File: src/rtl/mbs_pkg.sv
package mbs_pkg;
  typedef enum logic [1:0] {
    ST_IDLE    = 2'd0,
    ST_ADDR_HI = 2'd1,
    ST_ADDR_LO = 2'd2,
    ST_DATA    = 2'd3
  } seq_state_e;
endpackage

File: src/rtl/mbs_ctrl.sv
module mbs_ctrl
  import mbs_pkg::*;
#(
  parameter int DATA_W = 8
) (
  input  logic                clk_i,
  input  logic                rst_ni,
  input  logic                req_valid_i,
  input  logic                req_we_i,
  input  logic [2*DATA_W-1:0] req_addr_i,
  input  logic [DATA_W-1:0]   req_wdata_i,
  input  logic [DATA_W-1:0]   bus_in_i,
  output seq_state_e          state_o,
  output logic [2*DATA_W-1:0] addr_o,
  output logic                we_o,
  output logic [DATA_W-1:0]   wdata_o,
  output logic                ready_o,
  output logic                done_o,
  output logic [DATA_W-1:0]   rdata_o
);
  localparam int ADDR_W = 2 * DATA_W;

  seq_state_e          state_q;
  logic [ADDR_W-1:0]   addr_q;
  logic                we_q;
  logic [DATA_W-1:0]   wdata_q;
  logic                done_q;
  logic [DATA_W-1:0]   rdata_q;

  always_ff @(posedge clk_i or negedge rst_ni) begin
    if (!rst_ni) begin
      state_q <= ST_IDLE;
      addr_q  <= '0;
      we_q    <= 1'b0;
      wdata_q <= '0;
      done_q  <= 1'b0;
      rdata_q <= '0;
    end else begin
      done_q <= (state_q == ST_DATA);
      unique case (state_q)
        ST_IDLE: begin
          if (req_valid_i) begin
            state_q <= ST_ADDR_HI;
            addr_q  <= req_addr_i;
            we_q    <= req_we_i;
            wdata_q <= req_wdata_i;
          end
        end
        ST_ADDR_HI: state_q <= ST_ADDR_LO;
        ST_ADDR_LO: state_q <= ST_DATA;
        ST_DATA: begin
          state_q <= ST_IDLE;
          // sample the released bus at the end of the read cycle
          if (!we_q) rdata_q <= bus_in_i;
        end
        default: state_q <= ST_IDLE;
      endcase
    end
  end

  assign state_o = state_q;
  assign addr_o  = addr_q;
  assign we_o    = we_q;
  assign wdata_o = wdata_q;
  assign ready_o = (state_q == ST_IDLE);
  assign done_o  = done_q;
  assign rdata_o = rdata_q;

  a_r7_no_latch_busy: assert property (@(posedge clk_i) disable iff (!rst_ni)
    !ready_o |=> $stable(addr_q) && $stable(we_q) && $stable(wdata_q));
  a_r6_done_single: assert property (@(posedge clk_i) disable iff (!rst_ni)
    done_o |=> !done_o);
  a_r9_ready_at_done: assert property (@(posedge clk_i) disable iff (!rst_ni)
    done_o |-> ready_o);
endmodule

File: src/rtl/mbs_drive.sv
module mbs_drive
  import mbs_pkg::*;
#(
  parameter int DATA_W = 8
) (
  input  logic                clk_i,
  input  logic                rst_ni,
  input  seq_state_e          state_i,
  input  logic [2*DATA_W-1:0] addr_i,
  input  logic                we_i,
  input  logic [DATA_W-1:0]   wdata_i,
  output logic [DATA_W-1:0]   bus_out_o,
  output logic                bus_oe_o,
  output logic                ale_o,
  output logic                addr_hi_o,
  output logic                rd_o,
  output logic                wr_o
);
  localparam int ADDR_W = 2 * DATA_W;

  always_comb begin
    bus_out_o = '0;
    bus_oe_o  = 1'b0;
    ale_o     = 1'b0;
    addr_hi_o = 1'b0;
    rd_o      = 1'b0;
    wr_o      = 1'b0;
    unique case (state_i)
      ST_ADDR_HI: begin
        ale_o     = 1'b1;
        addr_hi_o = 1'b1;
        bus_oe_o  = 1'b1;
        bus_out_o = addr_i[ADDR_W-1:DATA_W];
      end
      ST_ADDR_LO: begin
        ale_o     = 1'b1;
        bus_oe_o  = 1'b1;
        bus_out_o = addr_i[DATA_W-1:0];
      end
      ST_DATA: begin
        if (we_i) begin
          bus_oe_o  = 1'b1;
          wr_o      = 1'b1;
          bus_out_o = wdata_i;
        end else begin
          rd_o = 1'b1;
        end
      end
      default: ;
    endcase
  end

  a_r8_strobe_excl: assert property (@(posedge clk_i) disable iff (!rst_ni)
    !(rd_o && wr_o));
  a_r8_ale_no_strobe: assert property (@(posedge clk_i) disable iff (!rst_ni)
    ale_o |-> !rd_o && !wr_o);
  a_r3_lo_after_hi: assert property (@(posedge clk_i) disable iff (!rst_ni)
    (ale_o && addr_hi_o) |=> (ale_o && !addr_hi_o));
  a_r4_drive_on_write: assert property (@(posedge clk_i) disable iff (!rst_ni)
    wr_o |-> bus_oe_o);
  a_r5_release_on_read: assert property (@(posedge clk_i) disable iff (!rst_ni)
    rd_o |-> !bus_oe_o);
endmodule

File: src/rtl/mux_bus_seq.sv
module mux_bus_seq
  import mbs_pkg::*;
#(
  parameter int DATA_W = 8
) (
  input  logic                clk_i,
  input  logic                rst_ni,
  input  logic                req_valid_i,
  input  logic                req_we_i,
  input  logic [2*DATA_W-1:0] req_addr_i,
  input  logic [DATA_W-1:0]   req_wdata_i,
  output logic                req_ready_o,
  output logic                done_o,
  output logic [DATA_W-1:0]   rdata_o,
  output logic [DATA_W-1:0]   bus_out_o,
  output logic                bus_oe_o,
  input  logic [DATA_W-1:0]   bus_in_i,
  output logic                ale_o,
  output logic                addr_hi_o,
  output logic                rd_o,
  output logic                wr_o
);
  localparam int ADDR_W = 2 * DATA_W;

  seq_state_e         state;
  logic [ADDR_W-1:0]  addr_q;
  logic               we_q;
  logic [DATA_W-1:0]  wdata_q;

  mbs_ctrl #(.DATA_W(DATA_W)) u_ctrl (
    .clk_i       (clk_i),
    .rst_ni      (rst_ni),
    .req_valid_i (req_valid_i),
    .req_we_i    (req_we_i),
    .req_addr_i  (req_addr_i),
    .req_wdata_i (req_wdata_i),
    .bus_in_i    (bus_in_i),
    .state_o     (state),
    .addr_o      (addr_q),
    .we_o        (we_q),
    .wdata_o     (wdata_q),
    .ready_o     (req_ready_o),
    .done_o      (done_o),
    .rdata_o     (rdata_o)
  );

  mbs_drive #(.DATA_W(DATA_W)) u_drive (
    .clk_i     (clk_i),
    .rst_ni    (rst_ni),
    .state_i   (state),
    .addr_i    (addr_q),
    .we_i      (we_q),
    .wdata_i   (wdata_q),
    .bus_out_o (bus_out_o),
    .bus_oe_o  (bus_oe_o),
    .ale_o     (ale_o),
    .addr_hi_o (addr_hi_o),
    .rd_o      (rd_o),
    .wr_o      (wr_o)
  );

  a_r2_accept_starts_hi: assert property (@(posedge clk_i) disable iff (!rst_ni)
    (req_valid_i && req_ready_o) |=> (ale_o && addr_hi_o && !req_ready_o));
  a_r1_idle_quiet: assert property (@(posedge clk_i) disable iff (!rst_ni)
    req_ready_o |-> !ale_o && !rd_o && !wr_o && !bus_oe_o);
endmodule

File: config.mk
export PLATFORM = sky130hd
export DESIGN_NAME = mux_bus_seq
export DESIGN_NICKNAME = d
export VERILOG_FILES = /design/src/rtl/mbs_pkg.sv /design/src/rtl/mbs_ctrl.sv /design/src/rtl/mbs_drive.sv /design/src/rtl/mux_bus_seq.sv
export SDC_FILE = /design/constraint.sdc
export NUM_CORES = 1
export LEC_CHECK = 0
export BUFFER_PORTS_ARGS = -buffer_cell sky130_fd_sc_hd__buf_2
export CAP_MARGIN = 15
export CORE_ASPECT_RATIO = 1.4
export CORE_UTILIZATION = 53
export CTS_CLUSTER_DIAMETER = 60
export DETAILED_ROUTE_END_ITERATION = 7
export PLACE_DENSITY = 0.88
export SYNTH_ARGS = -nofsm -noshare
export SYNTH_HDL_FRONTEND = slang
export SYNTH_SLANG_ARGS = --single-unit
File: constraint.sdc
create_clock -name clk_i -period 3 [get_ports clk_i]
set_input_delay 0 -clock clk_i [delete_from_list [all_inputs] [get_ports clk_i]]
set_output_delay 0 -clock clk_i [all_outputs]
set_load 0.01 [all_outputs]
==> flow_summary.toml, run 1 <==
[run_status]
status = "completed"

[final_layout]
fillers = 178
fin_cells = 245
ff_latch_area_um2 = 901
n_antenna_cell = 0
area_delta_synth_final_pct = 42.0
final_layout_size_suffix_gt1_share_pct = 48.6
nets = 249
multi_input_area_um2 = 716
post-route-util_pct = 81.7

[run]
cap_violations = 0

[clocking]
cts_buffers = 5
cts_root_buf = "clkbuf_8"
clk_pin_slew_ns = 0.07
postCtsSetupRepairBufs = 0
cts_tree = "yes"
cts-resized-gates = 0
insertion_delay_ns = 0.29
clock_path_buffers = 2
h-tree-depth = 2
cts-hold-fix-buffers = 34
clkSinkCount = 36

[power]
p_sw_share_pct = 35.0
power.leakage_nw = 1.21
switchingPower_w = 0.000846
pwr-share-comb_pct = 47.4
p_int_w = 0.00157
power_frac_clock_pct = 15.3
seqPwrFrac_pct = 37.4
pwr_density_cell_mw_per_mm2 = 1010
peakVddDrop_uv = 820

[critical_path]
worstSetupEndpointType = "output pin"
required_ns = 3.00
slowest_stage = "nor2b_1"
start_kind = "flop"
reg2reg_setup_slack_ns = 1.07
r2r_end = "u_ctrl.rdata_o[7]"
cp-startpoint = "u_ctrl.state_o[1]"
crit_type = "flop to output pin"
path_depth = 3
crit_family = "simple AND/OR/NAND/NOR gates"
cp_max_fo = 12
worst_r2r_path_depth = 3
crit_buf_inv = 1
critPathArrivalTime_ns = 1.94
crit_end = "rd_o"
cp_slowest_stage_delay_ns = 0.61
r2r_start = "u_ctrl.state_o[1]"
crit_chain = "ha_1 -> nor2b_1 -> buf_2"

[floorplan]
chipHeight_um = 68.8
die_area_mm2 = 0.00342
io_pins = 59
die_width_um = 49.7
coreArea_mm2 = 0.00294
rows = 23
initial_core_util_pct = 57.5

[logic_synthesis]
synth_nets = 158
avgSynthCellArea_um2 = 14.4
syn_inst = 117
ys_seq_area_share_pct = 53.4
synth_area_leaders = "dfrtp_1 (53%), mux2_4 (18%), mux2_2 (9.3%), ha_1 (3.7%), a22oi_1 (3.6%)"
ys_ff_latch = 36
synth_cell_types = 18
synth_top_cell_by_area = "dfrtp_1"
synth.top_cell.area_share_pct = 53.4
synth_area_mm2 = 0.00169
ys_warn_count = 0

[min_path]
hold_path_class = "input pin to flop"
min_from = "req_valid_i"

[timing]
hold_violations = 0
fin_ws_ns = 1.06
rsz0062_at_grt = "false"
tns_ns = 0
period_share_pct = 64.8
period_needed_ns = 1.94
max_slew_margin_pct = 47.2
fin_skew_ns = 0.00244
setup_viol = 0
tightest_slew_ns = 0.792
drv_slew = 0
max_freq_mhz = 515

[route]
wirelength_mm = 4.07
drt-pass1-iter-count = 4
viasPerCell = 5.24
wire_per_inst_um = 16.6
postRouteAntennaNets = 0
drt_first_iter_violations = 49
remaining_drc_errors = 0
num_vias = 1284

[global_route]
grt.met1_usage_pct = 30.8
grt_usage_pct = 27.7
gr-total-overflow = 0
grt.met2_usage_pct = 50.7
grt_max_degree = 37
grt_pass1_wl_mm = 6.62
grt_pass1_vias = 1354
grt-busiest-layer = "met2"
use_met3_pct = 6.36
antenna_found_initial = 0

[placement]
pre_cts_ws_ns = 1.05
portBuffers = 58
finalWeightedCongestion = 0.762
place_inst = 204
dp_hpwl_mm = 2.40
-- logic make-up (layout without fill, tap and decap cells) --
logic type / Yosys count / after routing / synth area share (%)
AND/OR/NAND/NOR: 14 / 14 / 4.75
AO/OA/AOI/OAI: 17 / 17 / 6.23
adder cells (fa/ha/maj): 5 / 5 / 3.71
flip-flops: 36 / 36 / 53.4
multiplexers: 35 / 35 / 27.7
buffers and inverters: 10 / 101 / 4.22
-- final cells by class --
| class | instances | share of cell area [%] |
|---|---|---|
| Multi-Input combinational cell | 71 | 29.9 |
| Tap cell | 37 | 1.93 |
| Sequential cell | 36 | 37.6 |
| Timing Repair Buffer | 92 | 26.3 |
| Inverter | 2 | 0.313 |
| Clock buffer | 7 | 4.02 |
-- worst min-delay path by stage --
stage	endpoint	slack [ns]	cells past startpoint
2_1_floorplan	u_ctrl.addr_o[0]	-0.30	0
3_3_place_gp	u_ctrl.addr_o[4]	0.1	1
3_5_place_dp	u_ctrl.rdata_o[2]	0.12	1
6_report	u_ctrl.state_o[0]	0.17	3
4_1_cts	u_ctrl.state_o[0]	0.17	3
5_1_grt	u_ctrl.state_o[0]	0.19	3
-- synthesized netlist by cell type --
cell type / instances
dfrtp_1: 36
mux2_4: 20
mux2_2: 14
a21oi_1: 9
a22oi_1: 8
nand3_1: 8
ha_1: 5
clkbuf_1: 4
buf_12: 2
inv_1: 2
nor2_1: 2
and2_1: 1
and2b_2: 1
buf_1: 1
buf_2: 1
mux2i_1: 1
nand2_4: 1
nor2b_1: 1
-- tightest hold or removal path: cells and delay by family --
family	cells	cell delay, ns
and+or+nand+nor	1	0.23
muxes	1	0.07
buffers and inverters	1	0.12
-- layer usage --
metal  up-vias  share of wire [%]
met4         0                1.6
met5         -                  0
met2        64                 54
li1        597                  -
met1       618                 39
met3         5                5.7
-- state kept, by name, summed over array words and instances (netlist names) --
name / flops
u_ctrl.addr_o: 16
u_ctrl.we_o: 1
u_ctrl.rdata_o: 8
u_ctrl.state_o: 2
u_ctrl.wdata_o: 8
u_ctrl.done_o: 1
-- stage by stage --
stage	instance area (um2)	hold WS, ns	total power, W
after floorplan	1690	-0.296	0.00168
after global placement	1960	0.0988	0.00194
after detailed placement	1960	0.118	0.00200
after CTS	2400	0.170	0.00241
after global routing	2400	0.185	0.00257
final	2400	0.173	0.00242
-- layout by cell type (no fill, tap or decap) --
master,n
mux2i_1,1
nor2_1,2
nand2_4,1
dfrtp_1,36
and2b_2,1
a22oi_1,8
and2_1,1
nor2b_1,1
buf_2,58
dlygate4sd3_1,34
clkbuf_8,7
mux2_2,14
ha_1,5
a21oi_1,9
inv_1,2
nand3_1,8
mux2_4,20
-- power groups by stage --
stage               sequential (W)  clock, W  combinational (W)
floorplan                 0.000881         0           0.000803
global placement          0.000886         0            0.00106
detailed placement        0.000905         0            0.00110
CTS                       0.000900  0.000374            0.00114
global route              0.000936  0.000393            0.00124
finish                    0.000902  0.000369            0.00114
No activity file was read; power rests on OpenSTA's default activity.
==> inputs of run 2 (changes only) <==
--- a/config.mk
+++ b/config.mk
@@ -8,10 +8,10 @@
 export BUFFER_PORTS_ARGS = -buffer_cell sky130_fd_sc_hd__buf_2
 export CAP_MARGIN = 15
 export CORE_ASPECT_RATIO = 1.4
-export CORE_UTILIZATION = 53
+export CORE_UTILIZATION = 49
 export CTS_CLUSTER_DIAMETER = 60
 export DETAILED_ROUTE_END_ITERATION = 7
-export PLACE_DENSITY = 0.88
+export PLACE_DENSITY = 0.83
 export SYNTH_ARGS = -nofsm -noshare
 export SYNTH_HDL_FRONTEND = slang
 export SYNTH_SLANG_ARGS = --single-unit
==> constraint.sdc (replaced) <==
create_clock -name clk_i -period 1.92 [get_ports clk_i]
set_input_delay 0 -clock clk_i [delete_from_list [all_inputs] [get_ports clk_i]]
set_output_delay 0 -clock clk_i [all_outputs]
set_load 0.01 [all_outputs]
==> run 2 against run 1 <==
Net effect: sequential cell count is the same; via count grew 1.1%; critical path depth grew 2; cell area grew 0.57%; combinational power grew 60%; highest routed layer unchanged.
==> flow_summary.toml, run 2 (synthesis gave the netlist of run 1 again) <==
[critical_path]
slowest_stage = "ha_1"
start_kind = "flop"
crit_type = "flop to output pin"
crit_family = "adder cells"
cp_max_fo = 9
crit_chain = "inv_1 -> ha_1 -> a22oi_1 -> a21oi_1 -> buf_2"
critPathArrivalTime_ns = 1.74
cp_slowest_stage_delay_ns = 0.41
worstSetupEndpointType = "output pin"
worst_r2r_path_depth = 4
crit_buf_inv = 2
path_depth = 5
required_ns = 1.92

[run]
cap_violations = 0

[power]
power.leakage_nw = 1.22
pwr_density_cell_mw_per_mm2 = 1580
peakVddDrop_uv = 1090
power_w = 0.00380

[route]
remaining_drc_errors = 0
wire_per_inst_um = 16.7
postRouteAntennaNets = 0
drt-pass1-iter-count = 4
drt_first_iter_violations = 28
num_vias = 1298
wirelength_mm = 4.17
viasPerCell = 5.19

[timing]
drv_slew = 0
fin_skew_ns = 0.00791
max_freq_mhz = 573
tns_ns = 0
period_needed_ns = 1.74
hold_violations = 0
holdWs_ns = 0.195
rsz0062_at_grt = "false"
tightest_slew_ns = 0.775
setup_viol = 0
max_slew_margin_pct = 48.3
period_share_pct = 90.9

[floorplan]
chipHeight_um = 71.4
initial_core_util_pct = 52.5
rows = 24
io_pins = 59
coreArea_mm2 = 0.00321
die_width_um = 51.6
die_area_mm2 = 0.00369

[global_route]
use_met3_pct = 6.37
gr-total-overflow = 0
grt_usage_pct = 26.2
grt_pass1_wl_mm = 6.87
grt.met1_usage_pct = 25.4
grt-busiest-layer = "met2"
grt_max_degree = 37
grt.met2_usage_pct = 50.9
grt_pass1_vias = 1528
antenna_found_initial = 0

[clocking]
insertion_delay_ns = 0.29
postCtsSetupRepairBufs = 0
cts_tree = "yes"
cts-hold-fix-buffers = 34
cts_root_buf = "clkbuf_8"
cts-resized-gates = 0
h-tree-depth = 2
cts_buffers = 5
clock_path_buffers = 2
clkSinkCount = 36
clk_pin_slew_ns = 0.07

[placement]
dp_hpwl_mm = 2.46
dpl_cell_area_mm2 = 0.00198
finalWeightedCongestion = 0.724
portBuffers = 58

[run_status]
status = "completed"

[final_layout]
mostFrequentLayoutCell = "buf_2"
final_layout_size_suffix_gt1_share_pct = 49.3
n_antenna_cell = 0
design_area_mm2 = 0.00241
final_cell_mix = "buf_2 (58), dfrtp_1 (36), dlygate4sd3_1 (34)"
largest_reg_flops = 16
nets = 251
area_delta_synth_final_pct = 42.8

[min_path]
hold_path_class = "input pin to flop"
holdPathStages = 3
## run 2: cell types whose count changed in the layout (fill, tap and decap cells not counted), sizes merged
cell	previous run	this run
buf	58	60
clkbuf	7	6
clkinv	0	2
## run 2: power breakdown
part / leakage [nW] / internal (W) / total (W) / switching (W)
clock network: 0.0510 / 0.000286 / 0.000555 / 0.000269
registers: 0.425 / 0.00115 / 0.00142 / 0.000267
logic: 0.741 / 0.000999 / 0.00182 / 0.000825
## run 2: layout make-up
| cell class | instances | area [um2] |
|---|---|---|
| clock buffers | 6 | 82.6 |
| inverters | 2 | 7.51 |
| repair buffers | 94 | 646 |
| multi-input cells | 71 | 716 |
| clock inverters | 2 | 10.0 |
| fillers | 189 | 802 |
| well taps | 39 | 48.8 |
| flip-flops and latches | 36 | 901 |
## run 2: worst paths after layout
path / slack [ns] / to / start
worst max-delay path: 0.18 / bus_out_o[4] / u_ctrl.state_o[0]
worst min-delay path: 0.19 / u_ctrl.state_o[0] / req_valid_i
worst max register to register: 0.26 / u_ctrl.addr_o[6] / u_ctrl.state_o[1]
worst min register to register: 0.50 / u_ctrl.rdata_o[3] / u_ctrl.rdata_o[3]
max in group asynchronous: 1.08 / u_ctrl.rdata_o[5] / rst_ni
min in group asynchronous: 0.34 / u_ctrl.addr_o[3] / rst_ni
## run 2: routing by layer
layer	vias up	part of all wire (%)
li1	598	-
met1	637	37
met2	54	56
met3	9	4.6
met4	0	1.6
met5	-	0
## run 2: stage by stage
stage / instances / setup slack (ns) / utilization, %
4_1_cts: 250 / 0.213 / 75.0
6_report: 250 / 0.176 / 75.0
2_1_floorplan: 117 / 0.445 / -
3_5_place_dp: 208 / 0.278 / 61.6
5_1_grt: 250 / 0.0681 / 75.0
3_3_place_gp: 208 / 0.378 / 61.6
## run 2: worst min-delay path, stage by stage
cell	delay (ns)
buf_2	0.12
and2b_2	0.23
mux2i_1	0.08
==> inputs of run 3 (changes only) <==
--- a/config.mk
+++ b/config.mk
@@ -6,12 +6,13 @@
 export NUM_CORES = 1
 export LEC_CHECK = 0
 export BUFFER_PORTS_ARGS = -buffer_cell sky130_fd_sc_hd__buf_2
-export CAP_MARGIN = 15
+export CAP_MARGIN = 20
 export CORE_ASPECT_RATIO = 1.4
 export CORE_UTILIZATION = 49
 export CTS_CLUSTER_DIAMETER = 60
 export DETAILED_ROUTE_END_ITERATION = 7
 export PLACE_DENSITY = 0.83
+export REMOVE_ABC_BUFFERS = 1
 export SYNTH_ARGS = -nofsm -noshare
 export SYNTH_HDL_FRONTEND = slang
 export SYNTH_SLANG_ARGS = --single-unit
==> run 3 against run 2 <==
Net effect: worst setup slack lost 0.033 ns; highest routed layer unchanged; global-route usage shrank 3.3 points; critical endpoint is now bus_out_o[0]; sequential cell count is the same; clock power shrank 4.7%; register-to-register slack gained 0.02 ns; combinational power is essentially flat; die area is the same; sequential share of layout area grew 0.078 points; clock skew shrank 0.0011 ns; final cell count is the same; non-clock buffer count is the same; routed wire length shrank 6.5%.
==> flow_summary.toml, run 3 (synthesis gave the netlist of run 1 again) <==
[run_status]
status = "completed"

[timing]
rsz0062_at_grt = "false"
fin_skew_ns = 0.00685
tightest_slew_ns = 0.779
max_freq_mhz = 563
hold_violations = 0
max_slew_margin_pct = 48.1
drv_slew = 0
setup_viol = 0
period_needed_ns = 1.78
tns_ns = 0
holdWs_ns = 0.196
period_share_pct = 92.6

[power]
switchingPower_w = 0.00136
power.leakage_nw = 1.21
p_int_w = 0.00240
pwr_density_cell_mw_per_mm2 = 1560
peakVddDrop_uv = 1260
seqPwrFrac_pct = 37.6
p_sw_share_pct = 36.1
power_frac_clock_pct = 14.1
pwr-share-comb_pct = 48.4

[route]
wirelength_mm = 3.90
num_vias = 1285
remaining_drc_errors = 0
wire_per_inst_um = 15.6
drt-pass1-iter-count = 3
viasPerCell = 5.14
drt_first_iter_violations = 6
postRouteAntennaNets = 0

[run]
cap_violations = 0

[min_path]
min_from = "req_valid_i"
min_to = "u_ctrl.state_o[0]"
holdPathStages = 3
hold_path_class = "input pin to flop"

[final_layout]
final_cell_mix = "buf_2 (58), dfrtp_1 (36), dlygate4sd3_1 (34)"
area_delta_synth_final_pct = 42.6
post-route-util_pct = 74.9
mostFrequentLayoutCell = "buf_2"
fillers = 221
nets = 251
fin_cells = 250
n_antenna_cell = 0
largest_reg_flops = 16
design_area_mm2 = 0.00241
ff_latch_area_um2 = 901
final_layout_size_suffix_gt1_share_pct = 49.3
multi_input_area_um2 = 716

[critical_path]
worst_r2r_path_depth = 4
reg2reg_setup_slack_ns = 0.28
crit_type = "flop to output pin"
start_kind = "flop"
worstSetupEndpointType = "output pin"
cp_max_fo = 9
critPathArrivalTime_ns = 1.78
required_ns = 1.92
r2r_start = "u_ctrl.state_o[0]"
r2r_end = "u_ctrl.addr_o[7]"

[floorplan]
die_width_um = 51.6
rows = 24
die_area_mm2 = 0.00369
initial_core_util_pct = 52.5
chipHeight_um = 71.4
coreArea_mm2 = 0.00321
io_pins = 59

[clocking]
postCtsSetupRepairBufs = 0
clock_path_buffers = 2
clk_pin_slew_ns = 0.07
cts_buffers = 5
cts_tree = "yes"
h-tree-depth = 2
insertion_delay_ns = 0.30
clkSinkCount = 36
cts_root_buf = "clkbuf_8"
cts-resized-gates = 0

[placement]
finalWeightedCongestion = 0.748
place_inst = 208
dpl_cell_area_mm2 = 0.00198
dp_hpwl_mm = 2.56
portBuffers = 58

[global_route]
grt_pass1_wl_mm = 6.09
grt_pass1_vias = 1336
antenna_found_initial = 0
grt_usage_pct = 22.9
gr-total-overflow = 0
grt_max_degree = 37
==> run 3: cell count changes in the layout (fill, tap and decap cells not counted) <==
cell,before,now
clkbuf_8,6,5
clkinv_4,0,1
==> run 3: final cells by class <==
class                           count  share of cell area (%)
Clock buffer                        5                    2.86
Clock inverter                      3                   0.780
Inverter                            2                   0.312
Multi-Input combinational cell     71                    29.7
Sequential cell                    36                    37.4
Tap cell                           39                    2.03
Timing Repair Buffer               94                    26.8
==> run 3: worst max-delay path by stage <==
stage	endpoint	cells after the start	from
after global placement	u_ctrl.addr_o[6]	4	u_ctrl.state_o[0]
after CTS	bus_out_o[3]	5	u_ctrl.state_o[0]
after detailed placement	u_ctrl.addr_o[5]	4	u_ctrl.state_o[0]
after floorplan	u_ctrl.rdata_o[0]	3	u_ctrl.state_o[1]
final	bus_out_o[0]	5	u_ctrl.state_o[0]
after global routing	bus_out_o[3]	5	u_ctrl.state_o[0]
==> run 3: stage by stage <==
| stage | worst slack, ns | total power, W |
|---|---|---|
| after floorplan | 0.124 | 0.00256 |
| after global placement | 0.394 | 0.00306 |
| after detailed placement | 0.318 | 0.00317 |
| after CTS | 0.164 | 0.00376 |
| after global routing | 0.0315 | 0.00399 |
| final | 0.143 | 0.00376 |
==> run 3: power groups by stage <==
stage | logic [W] | clock network [W] | registers, W
finish | 0.00182 | 0.000529 | 0.00141
global route | 0.00196 | 0.000567 | 0.00146
CTS | 0.00182 | 0.000541 | 0.00141
detailed placement | 0.00175 | 0 | 0.00141
global placement | 0.00168 | 0 | 0.00138
floorplan | 0.00117 | 0 | 0.00139
==> run 3: routing by layer <==
metal	vias to the layer above	wire, um	global-route usage, %
met5	-	0	0
met1	614	1600	26.3
met3	14	226	4.88
met2	58	1960	39.2
li1	599	-	-
met4	0	116	11.4
==> run 3: worst max-delay path, stage by stage (launching register included) <==
cell,delay (ns)
dfrtp_1,0.40
inv_1,0.14
ha_1,0.39
a22oi_1,0.18
a21oi_1,0.20
buf_2,0.16
==> run 3: what timing repair did <==
item	4_1_cts	5_1_grt
hold endpoints to repair	69	0
setup endpoints to repair	0	0
hold buffers	34	0
